`config.mk`:
```
export PLATFORM = sky130hd
export DESIGN_NAME = dp_exp_extract
export DESIGN_NICKNAME = d
export VERILOG_FILES = /design/src/rtl/dp_exp_extract.sv
export SDC_FILE = /design/constraint.sdc
export NUM_CORES = 1
export LEC_CHECK = 0
export ABC_AREA = 1
export BUFFER_PORTS_ARGS = -buffer_cell sky130_fd_sc_hd__buf_2
export CAP_MARGIN = 15
export CORE_MARGIN = 8
export CORE_UTILIZATION = 54
export DETAILED_ROUTE_END_ITERATION = 8
export PLACE_DENSITY = 0.83
export SLEW_MARGIN = 20
export SYNTH_ARGS = -nofsm -noshare
export SYNTH_HDL_FRONTEND = slang
export SYNTH_SLANG_ARGS = --single-unit
```
`constraint.sdc`:
```
create_clock -name clk -period 0.8 [get_ports clk]
set_input_delay 0.16 -clock clk [delete_from_list [all_inputs] [get_ports clk]]
set_output_delay 0.16 -clock clk [all_outputs]
set_load 0.03 [all_outputs]
```
`src/rtl/dp_exp_extract.sv`:
```
module dp_exp_extract #(
  parameter int EW = 11,
  parameter int FW = 52
) (
  input  logic              clk,
  input  logic              rst_n,
  input  logic [EW+FW:0]    op_i,
  input  logic              daz_i,
  output logic [EW+FW:0]    res_o,
  output logic              inv_o,
  output logic              den_o
);
  localparam int DW   = EW + FW + 1;
  localparam int BIAS = (1 << (EW - 1)) - 1;
  localparam int IW   = EW + 1;
  localparam int LW   = $clog2(FW + 1);
  localparam int PW   = $clog2(EW + 1);

  function automatic logic [LW-1:0] lead_zeros(input logic [FW-1:0] f);
    logic [LW-1:0] cnt;
    logic          hit;
    cnt = '0;
    hit = 1'b0;
    for (int i = FW - 1; i >= 0; i--) begin
      if (!hit) begin
        if (f[i]) hit = 1'b1;
        else      cnt = cnt + 1'b1;
      end
    end
    return cnt;
  endfunction

  function automatic logic [DW-1:0] int_to_fp(input logic signed [IW-1:0] n);
    logic [IW-1:0]  mag;
    logic [PW-1:0]  p;
    logic [FW:0]    m;
    if (n == '0) return '0;
    mag = n[IW-1] ? IW'(-n) : IW'(n);
    p = '0;
    for (int i = 0; i < IW; i++)
      if (mag[i]) p = PW'(i);
    m = {{(FW+1-IW){1'b0}}, mag} << (FW - int'(p));
    return {n[IW-1], EW'(BIAS + int'(p)), m[FW-1:0]};
  endfunction

  logic [EW-1:0]        e;
  logic [FW-1:0]        f;
  logic                 is_nan, is_inf, is_zero, is_sub;
  logic signed [IW-1:0] n;
  logic [DW-1:0]        res_d;

  assign e       = op_i[DW-2:FW];
  assign f       = op_i[FW-1:0];
  assign is_nan  = (&e) && (f != '0);
  assign is_inf  = (&e) && (f == '0);
  assign is_zero = (e == '0) && ((f == '0) || daz_i);
  assign is_sub  = (e == '0) && (f != '0) && !daz_i;

  always_comb begin
    if (is_sub) n = IW'(-BIAS) - IW'(lead_zeros(f));
    else        n = $signed({1'b0, e}) - IW'(BIAS);
  end

  always_comb begin
    if (is_nan)       res_d = {op_i[DW-1], {EW{1'b1}}, 1'b1, f[FW-2:0]};
    else if (is_inf)  res_d = {1'b0, {EW{1'b1}}, {FW{1'b0}}};
    else if (is_zero) res_d = {1'b1, {EW{1'b1}}, {FW{1'b0}}};
    else              res_d = int_to_fp(n);
  end

  always_ff @(posedge clk or negedge rst_n) begin
    if (!rst_n) begin
      res_o <= '0;
      inv_o <= 1'b0;
      den_o <= 1'b0;
    end else begin
      res_o <= res_d;
      inv_o <= is_nan && !f[FW-1];
      den_o <= is_sub;
    end
  end

  a_r4_inv_with_qnan: assert property (@(posedge clk) disable iff (!rst_n)
    inv_o |-> (&res_o[DW-2:FW-1]) && (res_o[FW-2:0] != '0));

  a_r10_flags_exclusive: assert property (@(posedge clk) disable iff (!rst_n)
    !(inv_o && den_o));

  a_r8_den_band: assert property (@(posedge clk) disable iff (!rst_n)
    den_o |-> res_o[DW-1] &&
      (res_o[DW-2:FW] == EW'(BIAS + 9) || res_o[DW-2:FW] == EW'(BIAS + 10)));

  a_r9_exact_low_bits: assert property (@(posedge clk) disable iff (!rst_n)
    (res_o[DW-2:FW] != {EW{1'b1}}) |-> (res_o[FW-IW-1:0] == '0));

  a_r1_reset_clear: assert property (@(posedge clk)
    !rst_n |-> (res_o == '0) && !inv_o && !den_o);
endmodule

```
==> results of run 1 <==
==> per-stage QoR <==
stage / TNS, ns / hold slack [ns]
floorplan: -901.68 / -0.136
global placement: -1133.10 / 0.157
detailed placement: -1182.75 / 0.161
CTS: -1138.61 / 0.0394
==> cell families after synthesis <==
logic type / synth area share [%]
and+or+nand+nor: 51.8
DFF: 17.1
xor gates and xnor gates: 3.32
muxes: 0.217
AOI/OAI and AO/OA: 4.07
buffers and inverters: 15.9
adders and majority gates: 7.60
==> per-layer routing <==
layer | GRT usage, % | GRT overflow
met5 | 22.8 | 1
met4 | 95.3 | 210
met3 | 63.9 | 4
met2 | 111 | 897
met1 | 76.6 | 18
==> repair_timing <==
action                     in CTS
pin swaps                      73
hold buffers                    1
setup endpoints to repair     129
gates resized for setup       220
gates cloned                    1
hold endpoints to repair       63
buffers inserted               60
==> impl_metrics.py, run 1 <==
metrics = {
    "clocking": {
        "cts_buffer_depth": 2,
        "cts-root-buf": "clkbuf_16",
        "clkSinkCount": 63,
        "cts.htree.levels": 3,
        "cts_buffers": 9,
    },
    "synthesis": {
        "synthArstFlopShare_pct": 100,
        "ys_ff_latch": 63,
        "netlist_area_um2": 9230,
        "yosysUniqueCellTypes": 40,
        "synth_most_common_cell": "nand2_1",
        "postSynthAreaPerCell_um2": 5.74,
        "ys_warn_count": 0,
        "syn_nets": 1729,
        "syn_inst": 1606,
        "synthFlopType": "dfrtp_1",
        "yosysSeqAreaShare_pct": 17.1,
        "yosys.area.top_type": "nand2_1",
        "yosys-top-cells-area": "nand2_1 19%, dfrtp_1 17%, nand3_1 13%",
        "ys_top_cells_by_count": "478 x nand2_1, 296 x inv_1, 241 x nand3_1, 146 x nor2_1, 63 x dfrtp_1",
        "synth-edff-count": 0,
        "synth_top_area_share_pct": 19.4,
    },
    "floorplan": {
        "fp.dieW_um": 147,
        "boundaryPins": 133,
        "num_rows": 47,
        "start_util_pct": 55.4,
        "fp.dieH_um": 147,
    },
    "outcome": {
        "flow.stopped_at": "global routing",
        "stop_error": "[ERROR GRT-0232] Routing congestion too high. Check the congestion heatmap in the GUI.",
        "status": "did not finish",
    },
    "place": {
        "portBuffers": 132,
        "placed_area_um2": 13200,
        "place_ws_ns": -26.41,
        "dpl.hpwl_um": 23900,
        "place_inst": 2324,
        "place_congestion": 0.904,
    },
    "global_route": {
        "groute.usage.overall_pct": 84.6,
        "grt_max_degree": 44,
        "grt_overflow": 1130,
    },
    "sta": {
        "postGrtWorstEndpoint": "res_o[36]$_DFF_PN0_/D",
        "endpoint_type": "register data pin",
    },
}
==> inputs of run 2 (changes only) <==
- CORE_UTILIZATION: 54 -> 40
- PLACE_DENSITY: 0.83 -> not set
- PLACE_DENSITY_LB_ADDON: not set -> 0.15
- clock period: 0.8 -> 1 ns (I/O delays scaled with it)
==> run 2 against run 1 <==
  * The flow now finishes, with violations (setup timing)
  * Synthesized area unchanged
  * Synthesized cell count unchanged
==> impl_metrics.py, run 2 <==
metrics = {
    "sta": {
        "post-route-period-util_pct": 2530,
        "worstMarginPinSlew_ns": 0.408,
        "setup_violations": 129,
        "max-slew-margin-rel_pct": 72.8,
        "clock.fmax_mhz": 39.5,
        "fin_crit_ns": 25.32,
        "slew_viol_final": 0,
        "setup_tns_ns": -1136.04,
        "hold_viol": 0,
        "rsz0062_at_grt": "true",
        "setup_ws_ns": -24.32,
    },
    "global_route": {
        "grt_pass1_wl_um": 49100,
        "groute.usage.overall_pct": 20.3,
        "grt_pass1_vias": 11312,
        "grt_overflow": 0,
        "grt_max_degree": 64,
        "grt_antenna_before_repair": 0,
    },
    "final_layout": {
        "final_core_util_pct": 73.8,
        "layout.nets": 2382,
        "top_register": "res_o",
        "largest_register_ffs": 61,
        "drive_above_1_share_pct": 46.4,
        "final_area_um2": 16700,
        "layout_common_cells": "488 x buf_4, 401 x nand2_1, 261 x inv_1",
        "final.fill_count": 1726,
        "insertedDiodeCount": 0,
        "mostFrequentLayoutCell": "buf_4",
        "area_delta_synth_final_pct": 81.0,
        "top_regs": "res_o: 61 flops, den_o: 1 flops, inv_o: 1 flops",
    },
    "clocking": {
        "clk_transition_reported_paths_ns": 0.07,
        "clkSinkCount": 63,
        "cts_buffers": 9,
        "cts_buffer_depth": 2,
        "cts_tree": "yes",
        "cts-root-buf": "clkbuf_16",
        "cts.htree.levels": 3,
    },
    "synthesis": {
        "postSynthAreaPerCell_um2": 5.74,
        "synth_xor_xnor_area_share_pct": 3.32,
        "synth_top_family_by_area": "simple AND/OR/NAND/NOR gates",
        "synth-edff-count": 0,
        "synthFlopType": "dfrtp_1",
        "yosys.area_share.simple_pct": 51.8,
        "synth_most_common_cell": "nand2_1",
        "syn_nets": 1729,
        "syn_inst": 1606,
        "ys_warn_count": 0,
        "synthArstFlopShare_pct": 100,
        "yosys.area_share.adder_pct": 7.60,
        "yosys.area.top_type": "nand2_1",
        "yosysSeqAreaShare_pct": 17.1,
        "synthMuxAreaShare_pct": 0.217,
        "synth_compound_area_share_pct": 4.07,
        "ys_ff_latch": 63,
        "netlist_area_um2": 9230,
        "ys_top_cells_by_count": "478 x nand2_1, 296 x inv_1, 241 x nand3_1, 146 x nor2_1, 63 x dfrtp_1",
        "yosys-top-cells-area": "nand2_1 19%, dfrtp_1 17%, nand3_1 13%",
        "yosysUniqueCellTypes": 40,
        "synth_top_area_share_pct": 19.4,
    },
    "place": {
        "placed_area_um2": 13600,
        "portBuffers": 132,
        "place_congestion": 0.865,
        "dpl.hpwl_um": 22200,
    },
    "power": {
        "cellPowerDensity_nw_per_um2": 707,
        "p_leak_uw": 0.00935,
        "peakVddDrop_uv": 773,
    },
    "worst_hold_path": {
        "hp-class": "primary input to flip-flop",
    },
    "critical_path": {
        "start_kind": "primary input",
        "critPathRequiredTime_ns": 1.27,
        "endpoint_kind": "flip-flop",
        "cp_common_cell": "ha_4",
        "crit_type": "primary input to flip-flop",
        "max_stage_delay_ns": 0.34,
        "critPathMaxFanout": 6,
        "crit_slowest_cell": "ha_4",
        "cp.arrival_ns": 25.59,
    },
    "drt": {
        "ant_nets": 0,
        "post-route-drc-count": 0,
        "route.met2.wl_um": 16800,
        "wl_met3_um": 1240,
        "via_per_inst": 4.70,
        "drt_iter0_markers": 453,
        "drt_pass1_iterations": 5,
        "drt-met1-wl_um": 13700,
        "drt_wl_total_um": 32200,
        "top_layer": "met4",
        "via_count": 11977,
        "wl_per_cell_um": 12.7,
    },
    "floorplan": {
        "start_util_pct": 40.7,
        "core_area_um2": 22600,
        "dieArea_um2": 28200,
        "fp.dieW_um": 168,
        "fp.dieH_um": 168,
        "boundaryPins": 133,
        "num_rows": 55,
    },
    "run": {
        "cap_violations": 0,
    },
    "outcome": {
        "status": "complete, but fails checks",
        "violations": "setup timing",
    },
}
[run 2: cell counts after synthesis]
Identical to the previous run, type by type.
[run 2: kinds of logic (layout without fill, tap and decap cells)]
kind of cell,count (synthesis),after routing
adder cells (fa/ha/maj),56,56
flip-flops,63,63
AO/OA/AOI/OAI,71,71
multiplexers,2,2
AND/OR/NAND/NOR,1009,1009
XOR/XNOR,35,35
buffers and inverters,370,1025
[run 2: final timing paths]
path                          start   endpoint  slack, ns  depth (start not counted)
worst min-delay path       op_i[51]      inv_o       0.04                          2
max in group asynchronous     rst_n  res_o[45]       0.22                          3
worst max-delay path       op_i[50]  res_o[50]     -24.32                        205
min in group asynchronous     rst_n      inv_o       0.40                          3
[run 2: critical path: cells and delay by family]
family | cells | cell delay [ns]
fa+ha+maj | 51 | 12.36
buf+inv | 43 | 2.55
compound gates | 15 | 1.84
simple gates | 96 | 8.54
[run 2: layout make-up]
class | count | area (µm²) | area share (%)
sequential | 63 | 1580 | 9.45
clock inverter | 1 | 30.0 | 0.180
timing repair buffer | 655 | 5330 | 31.9
clock buffer | 12 | 256 | 1.54
multi-input combinational | 1173 | 7710 | 46.2
inverter | 356 | 1430 | 8.56
timing repair inverter | 1 | 11.3 | 0.0674
tap | 285 | 357 | 2.14
[run 2: what timing repair did]
| item | CTS | global route |
|---|---|---|
| gates cloned | 3 | 3 |
| gates resized for setup | 174 | 297 |
| pin swaps | 61 | 180 |
| endpoints found under the setup margin | 129 | 129 |
| endpoints found under the hold margin | 63 | 0 |
| hold buffers | 1 | 0 |
| buffers inserted | 52 | 59 |
[run 2: per-layer routing]
layer  GRT usage, %  vias up
met3           3.34       40
met1           24.5     5424
met4           4.62        0
met2           36.9      218
li1               -     6295
met5              0        -
[run 2: report_power, final]
group          leakage (µW)  switching [µW]  internal (µW)  total [µW]
registers          0.000840             112           2720        2830
clock network      0.000141            1280           2030        3310
logic               0.00837            3020           2650        5670
[run 2: through the flow]
stage,std cells,power [µW],hold WS (ns),worst slack [ns]
finish,2546,11800,0.0399,-24.32
global route,2546,12400,0.0473,-25.64
CTS,2490,10900,0.0593,-24.81
detailed placement,2421,6880,0.244,-25.70
global placement,2421,6830,0.236,-24.96
floorplan,1606,4960,-0.0956,-24.23
No activity file was read; power rests on OpenSTA's default activity.
